$ cat src/rtl/dmacr_pkg.sv
package dmacr_pkg;

  // control word bit positions
  localparam int CTL_EN   = 0;
  localparam int CTL_END  = 1;
  localparam int CTL_IEN  = 2;
  localparam int RSEL_HI  = 11;
  localparam int RSEL_LO  = 10;

  // pattern in RSEL_HI:RSEL_LO marking an auto-request channel
  localparam logic [1:0] AUTO_PATTERN = 2'b01;

  // the only operation-word pattern that enables the controller
  localparam logic [2:0] RUN_PATTERN = 3'b001;

  // byte span of one channel's register block
  localparam int BLOCK_SHIFT = 4;

  typedef enum logic [1:0] {
    SEL_SRC = 2'd0,
    SEL_DST = 2'd1,
    SEL_CNT = 2'd2,
    SEL_CTL = 2'd3
  } reg_sel_e;

endpackage

$ cat src/rtl/dmacr_decode.sv
module dmacr_decode
  import dmacr_pkg::*;
#(
  parameter int NUM_CH = 4,
  parameter int ADDR_W = 8,
  parameter int IDX_W  = 2
) (
  input  logic [ADDR_W-1:0] addr,
  output logic              ch_hit,
  output logic [IDX_W-1:0]  ch_idx,
  output reg_sel_e          sel,
  output logic              op_hit
);

  localparam int BLK_W = ADDR_W - BLOCK_SHIFT;

  logic [BLK_W-1:0] blk;
  logic             aligned;

  always_comb begin
    blk     = addr[ADDR_W-1:BLOCK_SHIFT];
    aligned = (addr[1:0] == 2'b00);
    ch_hit  = aligned && (blk < BLK_W'(NUM_CH));
    op_hit  = aligned && (blk == BLK_W'(NUM_CH)) && (addr[3:2] == 2'b00);
    ch_idx  = blk[IDX_W-1:0];
    sel     = reg_sel_e'(addr[3:2]);
  end

endmodule

$ cat src/rtl/dmacr_store.sv
module dmacr_store
  import dmacr_pkg::*;
#(
  parameter int NUM_CH  = 4,
  parameter int DATA_W  = 32,
  parameter int COUNT_W = 24,
  parameter int IDX_W   = 2
) (
  input  logic              clk,
  input  logic              rst,
  input  logic              wr,
  input  logic [IDX_W-1:0]  idx,
  input  reg_sel_e          sel,
  input  logic [DATA_W-1:0] wdata,
  output logic [DATA_W-1:0] rd_word
);

  logic [DATA_W-1:0]  src_q [NUM_CH];
  logic [DATA_W-1:0]  dst_q [NUM_CH];
  logic [COUNT_W-1:0] cnt_q [NUM_CH];

  always_ff @(posedge clk) begin
    if (rst) begin
      for (int i = 0; i < NUM_CH; i++) begin
        src_q[i] <= '0;
        dst_q[i] <= '0;
        cnt_q[i] <= '0;
      end
    end else if (wr) begin
      case (sel)
        SEL_SRC: src_q[idx] <= wdata;
        SEL_DST: dst_q[idx] <= wdata;
        SEL_CNT: cnt_q[idx] <= wdata[COUNT_W-1:0];
        default: ;
      endcase
    end
  end

  always_comb begin
    case (sel)
      SEL_SRC: rd_word = src_q[idx];
      SEL_DST: rd_word = dst_q[idx];
      SEL_CNT: rd_word = {{(DATA_W-COUNT_W){1'b0}}, cnt_q[idx]};
      default: rd_word = '0;
    endcase
  end

endmodule

$ cat src/rtl/dmacr_chan.sv
module dmacr_chan
  import dmacr_pkg::*;
#(
  parameter int CTRL_W = 16
) (
  input  logic              clk,
  input  logic              rst,
  input  logic              ctl_wr,
  input  logic [CTRL_W-1:0] ctl_wdata,
  input  logic              done,
  input  logic              glob_on_nxt,
  output logic [CTRL_W-1:0] ctl_q,
  output logic              irq_q,
  output logic              run_q,
  output logic              auto_q
);

  logic [CTRL_W-1:0] ctl_nxt;

  // a completion pulse overrides a software write of the end flag
  always_comb begin
    ctl_nxt = ctl_wr ? ctl_wdata : ctl_q;
    if (done) ctl_nxt[CTL_END] = 1'b1;
  end

  always_ff @(posedge clk) begin
    if (rst) begin
      ctl_q  <= '0;
      irq_q  <= 1'b0;
      run_q  <= 1'b0;
      auto_q <= 1'b0;
    end else begin
      ctl_q  <= ctl_nxt;
      irq_q  <= ctl_nxt[CTL_IEN] & ctl_nxt[CTL_END];
      run_q  <= glob_on_nxt & ctl_nxt[CTL_EN] & ~ctl_nxt[CTL_END];
      auto_q <= (ctl_nxt[RSEL_HI:RSEL_LO] == AUTO_PATTERN);
    end
  end

endmodule

$ cat src/rtl/dmacr_global.sv
module dmacr_global
  import dmacr_pkg::*;
#(
  parameter int OP_W = 16
) (
  input  logic            clk,
  input  logic            rst,
  input  logic            op_wr,
  input  logic [OP_W-1:0] op_wdata,
  output logic [OP_W-1:0] op_q,
  output logic            on_q,
  output logic            on_nxt
);

  logic [OP_W-1:0] op_nxt;

  always_comb begin
    op_nxt = op_wr ? op_wdata : op_q;
    on_nxt = (op_nxt[2:0] == RUN_PATTERN);
  end

  always_ff @(posedge clk) begin
    if (rst) begin
      op_q <= '0;
      on_q <= 1'b0;
    end else begin
      op_q <= op_nxt;
      on_q <= on_nxt;
    end
  end

endmodule

$ cat src/rtl/dmacr_regs.sv
module dmacr_regs
  import dmacr_pkg::*;
#(
  parameter int NUM_CH  = 4,
  parameter int ADDR_W  = 8,
  parameter int DATA_W  = 32,
  parameter int COUNT_W = 24,
  parameter int CTRL_W  = 16,
  parameter int OP_W    = 16
) (
  input  logic              clk,
  input  logic              rst,
  input  logic              wr_en,
  input  logic [ADDR_W-1:0] addr,
  input  logic [DATA_W-1:0] wdata,
  input  logic [NUM_CH-1:0] xfer_done,
  output logic [DATA_W-1:0] rdata,
  output logic [NUM_CH-1:0] irq,
  output logic              dma_on,
  output logic [NUM_CH-1:0] ch_run,
  output logic [NUM_CH-1:0] auto_req
);

  localparam int IDX_W = (NUM_CH > 1) ? $clog2(NUM_CH) : 1;

  logic             ch_hit;
  logic             op_hit;
  logic [IDX_W-1:0] ch_idx;
  reg_sel_e         sel;
  logic [DATA_W-1:0] store_rd;
  logic [OP_W-1:0]   op_q;
  logic              on_nxt;
  logic [CTRL_W-1:0] ctl_arr [NUM_CH];
  logic [DATA_W-1:0] rd_nxt;
  logic [DATA_W-1:0] rdata_q;

  dmacr_decode #(
    .NUM_CH(NUM_CH), .ADDR_W(ADDR_W), .IDX_W(IDX_W)
  ) u_dec (
    .addr(addr), .ch_hit(ch_hit), .ch_idx(ch_idx), .sel(sel), .op_hit(op_hit)
  );

  dmacr_store #(
    .NUM_CH(NUM_CH), .DATA_W(DATA_W), .COUNT_W(COUNT_W), .IDX_W(IDX_W)
  ) u_store (
    .clk(clk), .rst(rst),
    .wr(wr_en && ch_hit && (sel != SEL_CTL)),
    .idx(ch_idx), .sel(sel), .wdata(wdata), .rd_word(store_rd)
  );

  dmacr_global #(
    .OP_W(OP_W)
  ) u_glob (
    .clk(clk), .rst(rst), .op_wr(wr_en && op_hit),
    .op_wdata(wdata[OP_W-1:0]), .op_q(op_q), .on_q(dma_on), .on_nxt(on_nxt)
  );

  for (genvar g = 0; g < NUM_CH; g++) begin : g_ch
    logic ctl_wr_g;
    assign ctl_wr_g = wr_en && ch_hit && (sel == SEL_CTL) && (ch_idx == IDX_W'(g));

    dmacr_chan #(
      .CTRL_W(CTRL_W)
    ) u_chan (
      .clk(clk), .rst(rst), .ctl_wr(ctl_wr_g), .ctl_wdata(wdata[CTRL_W-1:0]),
      .done(xfer_done[g]), .glob_on_nxt(on_nxt), .ctl_q(ctl_arr[g]),
      .irq_q(irq[g]), .run_q(ch_run[g]), .auto_q(auto_req[g])
    );
  end

  always_comb begin
    if (ch_hit && sel == SEL_CTL)
      rd_nxt = {{(DATA_W-CTRL_W){1'b0}}, ctl_arr[ch_idx]};
    else if (ch_hit)
      rd_nxt = store_rd;
    else if (op_hit)
      rd_nxt = {{(DATA_W-OP_W){1'b0}}, op_q};
    else
      rd_nxt = '0;
  end

  always_ff @(posedge clk) begin
    if (rst) rdata_q <= '0;
    else     rdata_q <= rd_nxt;
  end

  assign rdata = rdata_q;

endmodule

$ cat config.mk
export PLATFORM = sky130hd
export DESIGN_NAME = dmacr_regs
export DESIGN_NICKNAME = d
export VERILOG_FILES = /design/src/rtl/dmacr_pkg.sv /design/src/rtl/dmacr_decode.sv /design/src/rtl/dmacr_store.sv /design/src/rtl/dmacr_chan.sv /design/src/rtl/dmacr_global.sv /design/src/rtl/dmacr_regs.sv
export SDC_FILE = /design/constraint.sdc
export NUM_CORES = 1
export LEC_CHECK = 0
export BUFFER_PORTS_ARGS = -buffer_cell sky130_fd_sc_hd__buf_2
export CORE_MARGIN = 3
export CORE_UTILIZATION = 58
export CTS_BUF_LIST = sky130_fd_sc_hd__clkbuf_8
export CTS_CLUSTER_SIZE = 25
export DETAILED_ROUTE_END_ITERATION = 10
export GPL_ROUTABILITY_DRIVEN = 0
export PLACE_DENSITY = 0.79
export SYNTH_ARGS = -nofsm -noshare
export SYNTH_HDL_FRONTEND = slang
export SYNTH_SLANG_ARGS = --single-unit
$ cat constraint.sdc
create_clock -name clk -period 2.3 [get_ports clk]
set_input_delay 0.115 -clock clk [delete_from_list [all_inputs] [get_ports clk]]
set_output_delay 0.115 -clock clk [all_outputs]
set_load 0.02 [all_outputs]
==> summary.txt <==
Clocking
  – CTS tree: done
  – Clk slew on worst S/H paths: 0.06 ns
  – Sink Count: 477
  – Post-CTS sizing: 0
  – CTS root buffer: clkbuf_8
  – Num CTS Buffers: 76
  – Htree depth: 3
  – Post-CTS Setup Bufs: 0
  – Later-pin clock latency in the skew report: 0.62 ns
  – Max Buffers Root-to-Sink: 3

Floorplan
  – Die width: 195 microns
  – Core ar.: 0.0348 sq mm
  – Starting Density: 0.593
  – Site Rows: 68
  – Die area: 0.0379 sq mm
  – # IOs: 92
  – Die H: 195 microns

Final layout
  – FILL cells: 2,295
  – Layout cells sized above 1: 0.200
  – Footprint of the multi-input gates: 0.00685 sq mm
  – Net count, final: 1,820
  – # diodes: 0
  – Post-route cell area: 0.0238 sq mm
  – Storage cell area: 0.0131 sq mm
  – P&R area growth vs syn: 15.5%

Power and ir drop
  – Leakage power: 9.01 nW
  – Gate power share: 0.070
  – Power Density: 763 mW/mm^2
  – Pint: 14.0 mW
  – Switching power: 4.21 mW
  – Sequential share of power: 0.531
  – IR drop worst, VDD: 546 uV
  – Net Sw Frac: 0.231
  – Clock network power share: 0.400

STA
  – Final setup viols: 0
  – Max Fclk: 0.539 GHz
  – Relative slew slack: 0.511
  – Skew final: 0.0271 ns
  – Final min period: 1.86 ns
  – Worst-margin pin slew: 0.733 ns
  – Fin. Hold Viols: 0
  – Tcrit/Tclk final: 0.807
  – Slew Limit Fails: 0
  – Final TNS setup: 0 ns
  – RSZ-0062 raised after global routing: false

Synth
  – Post-synth top area share: 0.512
  – Seq cells post-synth: 477
  – Syn_nets: 1,698
  – Post-synthesis cell type count: 34
  – Synth top area cells: edfxtp_1 51%, dfxtp_1 12%, mux4_2 7.9%
  – Synth Cell Area: 0.0206 sq mm
  – Avg Cell Area, Syn: 12.5 sq um
  – Post-Synthesis Cells: 1,651
  – Area leader, netlist: edfxtp_1
  – Post-synthesis sequential area ratio: 0.634
  – YS warnings: 0

Setup path
  – Critical path's slowest cell: and3_1
  – Kind of critical path: input port to flip-flop
  – Crit path top cell by count: and3_1
  – CP bufs+invs: 2
  – Req. time, crit path: 2.82 ns
  – Startpoint types: input port
  – Worst Setup End Kind: flip-flop
  – CP top delay family: simple AND/OR/NAND/NOR gates
  – Crit path max fanout: 14
  – CP Data Arrival Time: 2.38 ns
  – Worst-path cell chain: dlygate4sd3_1 > buf_4 > and3_1 > and3_1 > nand2_1 > a21oi_1
  – CP peak stage delay: 0.71 ns

Route
  – First-pass detailed-route iteration total: 5
  – Via/cell ratio: 6.19
  – Vias: 14,200
  – Drt first-iter violations: 1,611
  – Routed WL per cell: 22.9 microns
  – # DRC: 0
  – Final WL: 52,400 microns
  – Post-route ant nets: 0

GRT
  – GRT Resource Usage Total: 0.274
  – First-pass GRT wire length: 81,100 microns
  – Initial antenna violation count: 0
  – Grt ovf: 0
  – Vias in the first global route: 14,400
  – Largest net degree at the start of global routing: 65

Status
  – Outcome: finished clean

Placed design
  – Port Buffers: 91
  – Hpwl dp: 32,400 microns
  – Placed Instance Area: 0.0219 sq mm

Min path
  – Hold WC Path Type: input port to flip-flop

Flow run
  – Count of max-cap constraint violations: 0
tightest hold or removal path, stage by stage:
cell	delay, ns
buf_2	0.24
a2bb2oi_1	0.19
nor2_1	0.07
kinds of logic (layout without fill, tap and decap cells):
kind of cell | count (synthesis) | in the layout | synth area share
AO/OA/AOI/OAI | 170 | 170 | 0.0516
buffers and inverters | 165 | 351 | 0.0376
flip-flops | 477 | 477 | 0.634
multiplexers | 153 | 153 | 0.118
AND/OR/NAND/NOR | 686 | 686 | 0.159
synth_stat cells, drive strengths merged:
cell type	number
nor3	7
a32oi	2
dfxtp	125
and3	123
mux2i	81
mux4	72
nor2b	7
o211ai	14
nand3b	4
clkbuf	109
a22oi	30
or3	2
nand2b	2
a41o	7
inv	1
buf	55
nor2	185
a2bb2oi	8
nand2	212
and2	91
nor4	3
nand3	43
a21o	9
nor4b	5
a21oi	98
nor3b	2
edfxtp	352
o221ai	2
routing by layer:
| metal | share of wire | GRT usage |
|---|---|---|
| met1 | 0.38 | 0.362 |
| met5 | 0 | 0 |
| met4 | 0.035 | 0.102 |
| met2 | 0.50 | 0.458 |
| met3 | 0.086 | 0.0494 |
state kept, by name, summed over array words and instances, names as in the netlist:
name,count
g_ch.u_chan.auto_q,4
u_store.cnt_q,96
g_ch.u_chan.ctl_q,64
g_ch.u_chan.irq_q,4
u_store.dst_q,128
u_glob.op_q,16
u_glob.on_q,1
g_ch.u_chan.run_q,4
u_store.src_q,128
rdata,32
cell usage in the layout (no fill, tap or decap), drive strengths merged, types with 14 or more instances in the layout:
cell	instances
inv	29
buf	171
dfxtp	125
edfxtp	352
o211ai	14
mux4	72
nand3	43
dlygate4sd3	37
nand2	212
a21oi	98
clkbuf	90
a22oi	30
and3	123
mux2i	81
and2	91
nor2	185
clkinv	19
path summary, 6_finish.rpt:
kind                                 start  depth (start not counted)                 endpoint  slack (ns)
hold reg to reg             u_glob.op_q[9]                          2           u_glob.op_q[9]        0.45
setup reg to reg  g_ch[2].u_chan.ctl_q[15]                          4                rdata[15]        0.58
setup / recovery                   addr[2]                          6  g_ch[0].u_chan.ctl_q[4]        0.44
hold / removal                     addr[3]                          3                rdata[20]        0.07
area by class of cell:
class	instances	share of cell area
multi-input combinational	1009	0.288
sequential	477	0.549
clock buffer	90	0.0520
tap	455	0.0239
inverter	1	0.000158
timing repair buffer	208	0.0750
clock inverter	52	0.0126
metrics by stage:
step                      setup WS, ns  utilization  total power [mW]  std cells  hold slack, ns
final                            0.444        0.685              18.2       2292          0.0699
after CTS                        0.507        0.685              18.2       2292          0.0423
after floorplan                 0.0104            -              10.5       1651           0.255
after global routing             0.310        0.685              18.7       2292          0.0560
after detailed placement      0.000864        0.630              11.0       2113           0.444
after global placement          0.0493        0.630              11.0       2113           0.437
what timing repair did:
item	4_1_cts	5_1_grt
hold buffers	37	0
endpoints found under the hold margin	262	0
setup endpoints to repair	0	0
power by group through the flow:
stage               clock [mW]  combinational (mW)  sequential [mW]
detailed placement           0                1.20             9.82
global route              7.73                1.33             9.67
CTS                       7.30                1.26             9.64
global placement             0                1.18             9.80
floorplan                    0               0.717             9.79
finish                    7.26                1.26             9.64
Note: power is estimated with default switching activity, not from simulation.
